`config.mk`:
```
export PLATFORM = sky130hd
export DESIGN_NAME = gpio_bank_regfile
export DESIGN_NICKNAME = d
export VERILOG_FILES = /design/src/rtl/gpio_rf_pkg.sv /design/src/rtl/gpio_rf_decode.sv /design/src/rtl/gpio_rf_bank.sv /design/src/rtl/gpio_bank_regfile.sv
export SDC_FILE = /design/constraint.sdc
export NUM_CORES = 1
export LEC_CHECK = 0
export BUFFER_PORTS_ARGS = -buffer_cell sky130_fd_sc_hd__buf_2
export CORE_MARGIN = 5
export CORE_UTILIZATION = 50
export DETAILED_ROUTE_END_ITERATION = 16
export PLACE_DENSITY_LB_ADDON = 0.2
export REMOVE_ABC_BUFFERS = 1
export SYNTH_ARGS = -nofsm -noshare
export SYNTH_HDL_FRONTEND = slang
export SYNTH_HIERARCHICAL = 1
export SYNTH_SLANG_ARGS = --single-unit
```
`constraint.sdc`:
```
create_clock -name clk -period 1.78 [get_ports clk]
set_input_delay 0.089 -clock clk [delete_from_list [all_inputs] [get_ports clk]]
set_output_delay 0.089 -clock clk [all_outputs]
set_load 0.1 [all_outputs]
```
`src/rtl/gpio_rf_pkg.sv`:
```
package gpio_rf_pkg;

   // Register kind selected by an offset
   typedef enum logic [2:0] {
      RK_NONE  = 3'd0,
      RK_LEVEL = 3'd1,
      RK_DIR   = 3'd2,
      RK_SET   = 3'd3,
      RK_CLR   = 3'd4,
      RK_AFL   = 3'd5,
      RK_AFH   = 3'd6
   } reg_kind_e;

   typedef struct packed {
      reg_kind_e  kind;
      logic [1:0] bank;
   } reg_sel_t;

   // Number of per-bank word groups that are spaced bank-interleaved
   localparam int unsigned QUAD_KINDS = 4;

   // Kind of a bank-interleaved word group, ordered by address
   function automatic reg_kind_e quad_kind(input int unsigned q);
      case (q)
         0:       return RK_LEVEL;
         1:       return RK_DIR;
         2:       return RK_SET;
         3:       return RK_CLR;
         default: return RK_NONE;
      endcase
   endfunction

endpackage

```
`src/rtl/gpio_rf_decode.sv`:
```
module gpio_rf_decode
   import gpio_rf_pkg::*;
#(
   parameter int unsigned ADDR_W    = 12,
   parameter int unsigned NUM_BANKS = 4,
   parameter int unsigned WIN_BYTES = 512,
   parameter int unsigned HI_BASE   = 256,
   parameter int unsigned AF_BASE   = 84
) (
   input  logic [ADDR_W-1:0] addr,
   output reg_sel_t          sel,
   output logic              in_win
);

   localparam int unsigned LO_BANKS = 3;
   localparam int unsigned LO_WORDS = LO_BANKS * QUAD_KINDS;
   localparam int unsigned HI_WORD0 = HI_BASE / 4;
   localparam int unsigned AF_WORD0 = AF_BASE / 4;
   localparam int unsigned AF_WORDS = 2 * 4;

   always_comb begin
      int unsigned wi;
      int unsigned rel;
      sel.kind = RK_NONE;
      sel.bank = 2'd0;
      wi       = 32'(addr) >> 2;
      rel      = 0;
      in_win   = (32'(addr) < WIN_BYTES);
      if (in_win && (addr[1:0] == 2'b00)) begin
         if (wi < LO_WORDS) begin
            sel.kind = quad_kind(wi / LO_BANKS);
            sel.bank = 2'(wi % LO_BANKS);
         end else if ((wi >= AF_WORD0) && (wi < AF_WORD0 + AF_WORDS)) begin
            rel      = wi - AF_WORD0;
            sel.kind = rel[0] ? RK_AFH : RK_AFL;
            sel.bank = 2'(rel >> 1);
         end else if ((wi >= HI_WORD0) && (wi < HI_WORD0 + LO_WORDS)) begin
            rel = wi - HI_WORD0;
            if ((rel % LO_BANKS) == 0) begin
               sel.kind = quad_kind(rel / LO_BANKS);
               sel.bank = 2'd3;
            end
         end
      end
      if (32'(sel.bank) >= NUM_BANKS) begin
         sel.kind = RK_NONE;
      end
   end

endmodule

```
`src/rtl/gpio_rf_bank.sv`:
```
module gpio_rf_bank #(
   parameter int unsigned DATA_W      = 32,
   parameter int unsigned SYNC_STAGES = 1
) (
   input  logic              clk,
   input  logic              rst_n,
   input  logic [DATA_W-1:0] pin_in,
   input  logic              we_dir,
   input  logic              we_set,
   input  logic              we_clr,
   input  logic              we_afl,
   input  logic              we_afh,
   input  logic [DATA_W-1:0] wdata,
   output logic [DATA_W-1:0] dir_q,
   output logic [DATA_W-1:0] out_q,
   output logic [DATA_W-1:0] set_q,
   output logic [DATA_W-1:0] afl_q,
   output logic [DATA_W-1:0] afh_q,
   output logic [DATA_W-1:0] level
);

   logic [DATA_W-1:0] in_s;

   // Input sampling depth picked by parameter
   if (SYNC_STAGES == 1) begin : g_sync1
      always_ff @(posedge clk or negedge rst_n) begin
         if (!rst_n) in_s <= '0;
         else        in_s <= pin_in;
      end
   end else begin : g_sync2
      logic [DATA_W-1:0] in_m;
      always_ff @(posedge clk or negedge rst_n) begin
         if (!rst_n) begin
            in_m <= '0;
            in_s <= '0;
         end else begin
            in_m <= pin_in;
            in_s <= in_m;
         end
      end
   end

   always_ff @(posedge clk or negedge rst_n) begin
      if (!rst_n) begin
         dir_q <= '0;
         out_q <= '0;
         set_q <= '0;
         afl_q <= '0;
         afh_q <= '0;
      end else begin
         if (we_dir) dir_q <= wdata;
         if (we_set) begin
            out_q <= out_q | wdata;
            set_q <= wdata;
         end else if (we_clr) begin
            out_q <= out_q & ~wdata;
         end
         if (we_afl) afl_q <= wdata;
         if (we_afh) afh_q <= wdata;
      end
   end

   assign level = (out_q & dir_q) | (in_s & ~dir_q);


   set_or_chk: assert property (@(posedge clk) disable iff (!rst_n)
      we_set |=> ((out_q & $past(wdata)) == $past(wdata)));


   clr_and_chk: assert property (@(posedge clk) disable iff (!rst_n)
      (we_clr && !we_set) |=> ((out_q & $past(wdata)) == '0));


   dir_store_chk: assert property (@(posedge clk) disable iff (!rst_n)
      we_dir |=> (dir_q == $past(wdata)));


   set_keep_chk: assert property (@(posedge clk) disable iff (!rst_n)
      !we_set |=> $stable(set_q));

endmodule

```
`src/rtl/gpio_bank_regfile.sv`:
```
module gpio_bank_regfile
   import gpio_rf_pkg::*;
#(
   parameter int unsigned DATA_W       = 32,
   parameter int unsigned NUM_BANKS    = 4,
   parameter int unsigned ADDR_W       = 12,
   parameter int unsigned SYNC_STAGES  = 1,
   parameter logic [31:0] CLR_READ_VAL = 32'h5A5A_0000
) (
   input  logic                          clk,
   input  logic                          rst_n,
   input  logic [ADDR_W-1:0]             bus_addr,
   input  logic                          bus_wr,
   input  logic [DATA_W-1:0]             bus_wdata,
   input  logic                          bus_rd,
   output logic [DATA_W-1:0]             bus_rdata,
   input  logic [NUM_BANKS*DATA_W-1:0]   pin_in,
   output logic [NUM_BANKS*DATA_W-1:0]   pin_out,
   output logic [NUM_BANKS*DATA_W-1:0]   pin_oe,
   output logic                          level_rd_pulse,
   output logic                          bad_addr_pulse
);

   localparam int unsigned BIDX_W   = (NUM_BANKS > 1) ? $clog2(NUM_BANKS) : 1;
   localparam int unsigned WIN      = 512;

   // Elaboration-time parameter checks
   if (DATA_W != 32) begin : g_bad_width
      $error("gpio_bank_regfile: DATA_W must be 32");
   end
   if ((NUM_BANKS < 1) || (NUM_BANKS > 4)) begin : g_bad_banks
      $error("gpio_bank_regfile: NUM_BANKS must be 1..4");
   end
   if (ADDR_W < 10) begin : g_bad_addr
      $error("gpio_bank_regfile: ADDR_W must reach the 0x200 window");
   end
   if ((SYNC_STAGES < 1) || (SYNC_STAGES > 2)) begin : g_bad_sync
      $error("gpio_bank_regfile: SYNC_STAGES must be 1 or 2");
   end

   reg_sel_t          sel;
   logic              in_win;
   logic [BIDX_W-1:0] bidx;

   logic [DATA_W-1:0] dir_a [NUM_BANKS];
   logic [DATA_W-1:0] out_a [NUM_BANKS];
   logic [DATA_W-1:0] set_a [NUM_BANKS];
   logic [DATA_W-1:0] afl_a [NUM_BANKS];
   logic [DATA_W-1:0] afh_a [NUM_BANKS];
   logic [DATA_W-1:0] lvl_a [NUM_BANKS];
   logic [DATA_W-1:0] rd_val;

   gpio_rf_decode #(
      .ADDR_W    (ADDR_W),
      .NUM_BANKS (NUM_BANKS),
      .WIN_BYTES (WIN),
      .HI_BASE   (256),
      .AF_BASE   (84)
   ) u_decode (
      .addr   (bus_addr),
      .sel    (sel),
      .in_win (in_win)
   );

   assign bidx = BIDX_W'(sel.bank);

   for (genvar b = 0; b < NUM_BANKS; b++) begin : g_bank
      logic wr_hit;
      assign wr_hit = bus_wr && (sel.bank == 2'(b));

      gpio_rf_bank #(
         .DATA_W      (DATA_W),
         .SYNC_STAGES (SYNC_STAGES)
      ) u_bank (
         .clk    (clk),
         .rst_n  (rst_n),
         .pin_in (pin_in[b*DATA_W +: DATA_W]),
         .we_dir (wr_hit && (sel.kind == RK_DIR)),
         .we_set (wr_hit && (sel.kind == RK_SET)),
         .we_clr (wr_hit && (sel.kind == RK_CLR)),
         .we_afl (wr_hit && (sel.kind == RK_AFL)),
         .we_afh (wr_hit && (sel.kind == RK_AFH)),
         .wdata  (bus_wdata),
         .dir_q  (dir_a[b]),
         .out_q  (out_a[b]),
         .set_q  (set_a[b]),
         .afl_q  (afl_a[b]),
         .afh_q  (afh_a[b]),
         .level  (lvl_a[b])
      );

      assign pin_oe[b*DATA_W +: DATA_W]  = dir_a[b];
      assign pin_out[b*DATA_W +: DATA_W] = out_a[b] & dir_a[b];
   end

   always_comb begin
      rd_val = '0;
      case (sel.kind)
         RK_LEVEL: rd_val = lvl_a[bidx];
         RK_DIR:   rd_val = dir_a[bidx];
         RK_SET:   rd_val = set_a[bidx];
         RK_CLR:   rd_val = CLR_READ_VAL[DATA_W-1:0];
         RK_AFL:   rd_val = afl_a[bidx];
         RK_AFH:   rd_val = afh_a[bidx];
         default:  rd_val = '0;
      endcase
   end

   always_ff @(posedge clk or negedge rst_n) begin
      if (!rst_n) begin
         bus_rdata      <= '0;
         level_rd_pulse <= 1'b0;
         bad_addr_pulse <= 1'b0;
      end else begin
         bus_rdata      <= bus_rd ? rd_val : '0;
         level_rd_pulse <= bus_rd && (sel.kind == RK_LEVEL);
         bad_addr_pulse <= (bus_rd || bus_wr) && in_win && (sel.kind == RK_NONE);
      end
   end


   pin_drive_chk: assert property (@(posedge clk) disable iff (!rst_n)
      (pin_out & ~pin_oe) == '0);


   far_read_zero_chk: assert property (@(posedge clk) disable iff (!rst_n)
      (bus_rd && !in_win) |=> (bus_rdata == '0));


   far_no_error_chk: assert property (@(posedge clk) disable iff (!rst_n)
      !in_win |=> !bad_addr_pulse);


   level_strobe_chk: assert property (@(posedge clk) disable iff (!rst_n)
      level_rd_pulse |-> $past(bus_rd));


   bad_pulse_chk: assert property (@(posedge clk) disable iff (!rst_n)
      bad_addr_pulse |-> $past(bus_rd || bus_wr));


   idle_zero_chk: assert property (@(posedge clk) disable iff (!rst_n)
      !bus_rd |=> (bus_rdata == '0));

endmodule

```
==> metrics.md <==
| Metric | Value |
|---|---|
| Minimum clock period | `around 7 ns` |
| Leakage power | `around 26 nW` |
| Seq cells post-synth | `about 800` |
| YS warnings | `6` |
| Yosys top cell by area | `dfrtp_1` |
| Clk_skew | `0.0315 ns` |
| GR Layer Usage met1 | `0.443` |
| # rows | `104` |
| Final setup viols | `~700` |
| Post-route ant nets | `0` |
| Cell Area, Placed | `about 47000 sq um` |
| Largest net degree at the start of global routing | `71` |
| Worst-Margin Slew | `0.705 ns` |
| Area of the mapped netlist | `between 40000 and 50000 sq um` |
| GRT overflow | `0` |
| Failing checks | `setup timing` |
| Post-synth cell types | `around 100` |
| Die Span Y | `~290 microns` |
| First-pass iteration count of the detailed router | `7` |
| M3 GR Usage | `0.0525` |
| EDFF count, synth | `0` |
| Crit path capture type | `flip-flop` |
| Async set or reset register ratio after synthesis | `1.00` |
| Core area | `between 80000 and 90000 sq um` |
| Clock power frac | `0.453` |
| Placer Congestion | `approximately 0.86` |
| Bufs on Longest Clock Path | `3` |
| CP Data Arrival Time | `about 7.4 ns` |
| Main combinational cell family by area after synthesis | `multiplexers` |
| CP Class | `primary input to flip-flop` |
| Top-area cell type share of the netlist area | `0.494` |
| Adder-cell share of the synthesized area | `0.00524` |
| Area grow syn2layout | `41.9%` |
| Initial Util | `0.504` |
| Slowest Stage Delay on Critical Path | `0.58 ns` |
| Largest delay share family, worst path | `compound AO/OA/AOI/OAI gates` |
| Non-filler cells in the finished layout | `between 5000 and 6000` |
| CTS Buf Count | `87` |
| Pwr dens | `710 nW/um^2` |
| Slew headroom | `0.530` |
| TritonCTS clock tree | `built` |
| Layout Nets | `about 4300` |
| Combinational fraction of design power | `0.096` |
| Max rail drop VDD | `0.683 mV` |
| Seq pwr share | `0.451` |
| Worst-path clk slew | `0.06 ns` |
| Crit-path max FO | `9` |
| Final core occ | `0.715` |
| FILL cells | `approximately 5100` |
| Met2 Use GR | `0.513` |
| Worst reg-to-reg path cell count | `6` |
| FF-to-FF Start | `g_bank[1].u_bank/dir_q[30]` |
| Total number of vias | `31170` |
| Share of cells above drive strength 1 | `0.551` |
| Sw Share | `0.243` |
| Post-route DRC | `0` |
| Synth Area in Compound Gates | `0.0872` |
| Cells after Synth | `approximately 2900` |
| Sink Count | `802` |
| Xor/xnor share of the synthesized area | `0.00493` |
| Number of global-route vias before repair | `approximately 32000` |
| WP data required | `2.28 ns` |
| Slowest cell on the critical path | `or4_4` |
| RSZ-0062 raised after global routing | `true` |
| Startpoint types | `primary input` |
| Placed Instances | `around 4700` |
| Mux share of post-synthesis cell area | `0.309` |
| GRT busiest layer | `met2` |
| Die ar. | `87000 sq um` |
| # IOs | `466` |
| WP buf/inv | `14` |
| Clk root buf | `clkbuf_16` |
| NetSw | `just under 10 mW` |
| Overall routing resource usage | `0.318` |
| Die X | `approximately 290 microns` |
| CTS H-Tree Depth | `3` |
| Drt first-iter violations | `~2500` |
| DPL Wire Length | `84900 microns` |
| Seq/Total Area, Yosys | `0.494` |
| Wire length per cell | `roughly 29 microns` |
| HP Class | `primary input to async pin` |
| Finished layout cell area | `57600 sq um` |
| R2r endpoint | `bus_rdata[30]` |
| Hold Fails Final Rpt | `0` |
| Fin worst setup slack | `-5.10 ns` |
| Initial antenna violation count | `5` |
| Internal power | `~31 mW` |
| Tcrit/Tclk final | `3.87` |
| Drt via density | `approximately 6.0` |
| Critical path depth | `38` |
| Flop2flop setup slack | `0 ns` |
| Simple logic cell fraction of the synthesized area | `0.0634` |
| Post-Syn Area per Cell | `approximately 14 sq um` |
| Dominant synthesized flop cell | `dfrtp_1` |
| PortBufs | `465` |
| Register area | `approximately 20000 sq um` |
| Slew Limit Fails | `0` |
| Clk_lat worst skew | `between 0.6 and 0.7 ns` |
| Multi-input gate area | `around 21000 sq um` |
| Routed WL | `149000 microns` |
| Fmax | `145 MHz` |
| Status | `finished, violations left` |
| Ranking of synthesized cells by area | `dfrtp_1, mux2_4, mux4_2` |
| Worst Setup SP | `bus_addr[8]` |
| First-pass GRT wire length | `~210000 microns` |
| Cell mode on critical path | `buf_4` |
| Max-Cap Viols | `0` |
## worst min-delay path by stage
stage                      from                         to  slack, ns  cells after the start
after floorplan           rst_n             bad_addr_pulse      -0.21                      0
after global placement    rst_n  g_bank[1].u_bank/in_s[15]       0.11                      1
after detailed placement  rst_n  g_bank[1].u_bank/in_s[15]       0.11                      1
after CTS                 rst_n  g_bank[1].u_bank/in_s[15]       0.04                      2
after global routing      rst_n  g_bank[1].u_bank/in_s[15]       0.07                      2
final                     rst_n  g_bank[1].u_bank/in_s[15]       0.05                      2
## power groups by stage
stage	Combinational [mW]	Sequential (mW)	Clock, mW
2_1_floorplan	1.16	18.7	0
3_3_place_gp	2.95	18.8	0
3_5_place_dp	3.01	18.8	0
4_1_cts	3.56	18.4	18.7
5_1_grt	4.25	18.4	19.5
6_report	3.94	18.4	18.5
## timing repair
item	CTS	global route
endpoints found under the setup margin	733	770
setup buffers	109	66
gates resized for setup	325	318
pin swaps	78	129
hold buffers	163	0
cloned	52	21
endpoints found under the hold margin	867	0
## layout by cell type (no fill, tap or decap), types with 12 or more instances in the layout
master / instances
dfrtp_1: 802
mux2_4: 508
buf_2: 461
buf_4: 351
dlygate4sd3_1: 163
mux2_2: 134
buf_12: 134
and2_1: 133
mux2i_1: 128
nand2_1: 128
a22o_1: 128
clkbuf_16: 107
mux4_2: 89
buf_6: 76
a21oi_1: 51
buf_16: 44
nor2_1: 40
a211oi_2: 30
o22ai_2: 29
nand2_2: 28
clkbuf_8: 27
o21ai_0: 23
o22ai_4: 21
mux2i_2: 21
a22oi_2: 21
nor3_1: 20
nand2_4: 20
buf_8: 19
nor2_4: 18
o22ai_1: 17
clkinv_2: 17
clkbuf_1: 16
a22oi_1: 14
xnor2_1: 12
## cell type report
type	instances	area share
antenna	2	0.0000869
clock buffer	130	0.0453
clock inverter	27	0.00552
inverter	15	0.00106
multi-input combinational	1885	0.365
sequential	802	0.348
tap	1060	0.0230
timing repair buffer	1271	0.212
## through the flow
step | setup WS [ns] | hold slack (ns) | TNS, ns | total power [mW]
after floorplan | -38.10 | -0.207 | - | 19.9
after global placement | -5.80 | 0.111 | -3699.09 | 21.7
after detailed placement | -5.98 | 0.113 | -3807.72 | 21.8
after CTS | -4.91 | 0.0404 | -3224.67 | 40.7
after global routing | -5.31 | 0.0722 | -3504.79 | 42.2
final | -5.10 | 0.0523 | -3352.69 | 40.9
## routing by layer
metal  part of all wire  vias to the layer above  routed length (microns)
li1                   -                    13126                        -
met1               0.41                    16336                    61600
met2               0.47                     1414                    70700
met3              0.074                      290                    11000
met4              0.039                        4                     5750
met5            0.00018                        -                       27
## Yosys cell counts, types with 5 or more instances
master,number
mux2i_1,153
nand2b_1,10
buf_4,11
and2_1,133
nand2_1,174
o21ai_0,27
or2_2,6
inv_1,12
nor4_1,5
a21o_1,5
xor2_1,7
nand4_1,5
mux2_4,473
nand4b_1,6
xnor2_1,14
nor2_1,60
mux2_2,169
buf_2,56
mux4_2,89
clkbuf_1,49
nor2b_1,7
o31ai_1,5
dfrtp_1,802
nand3_1,10
buf_6,71
a211oi_1,37
nor3_1,25
nand3b_1,6
a21oi_1,61
a22o_1,128
o22ai_1,67
a22oi_1,35
a31oi_1,15
o211ai_1,11
ha_1,17
buf_1,7
and3_1,7
## cells by family after synthesis
family                   count (synthesis)
AO/OA/AOI/OAI                          467
XOR/XNOR                                22
adder cells (fa/ha/maj)                 17
buffers and inverters                  211
flip-flops                             802
multiplexers                           884
other                                    1
AND/OR/NAND/NOR                        492
No activity file was read; power rests on OpenSTA's default activity.
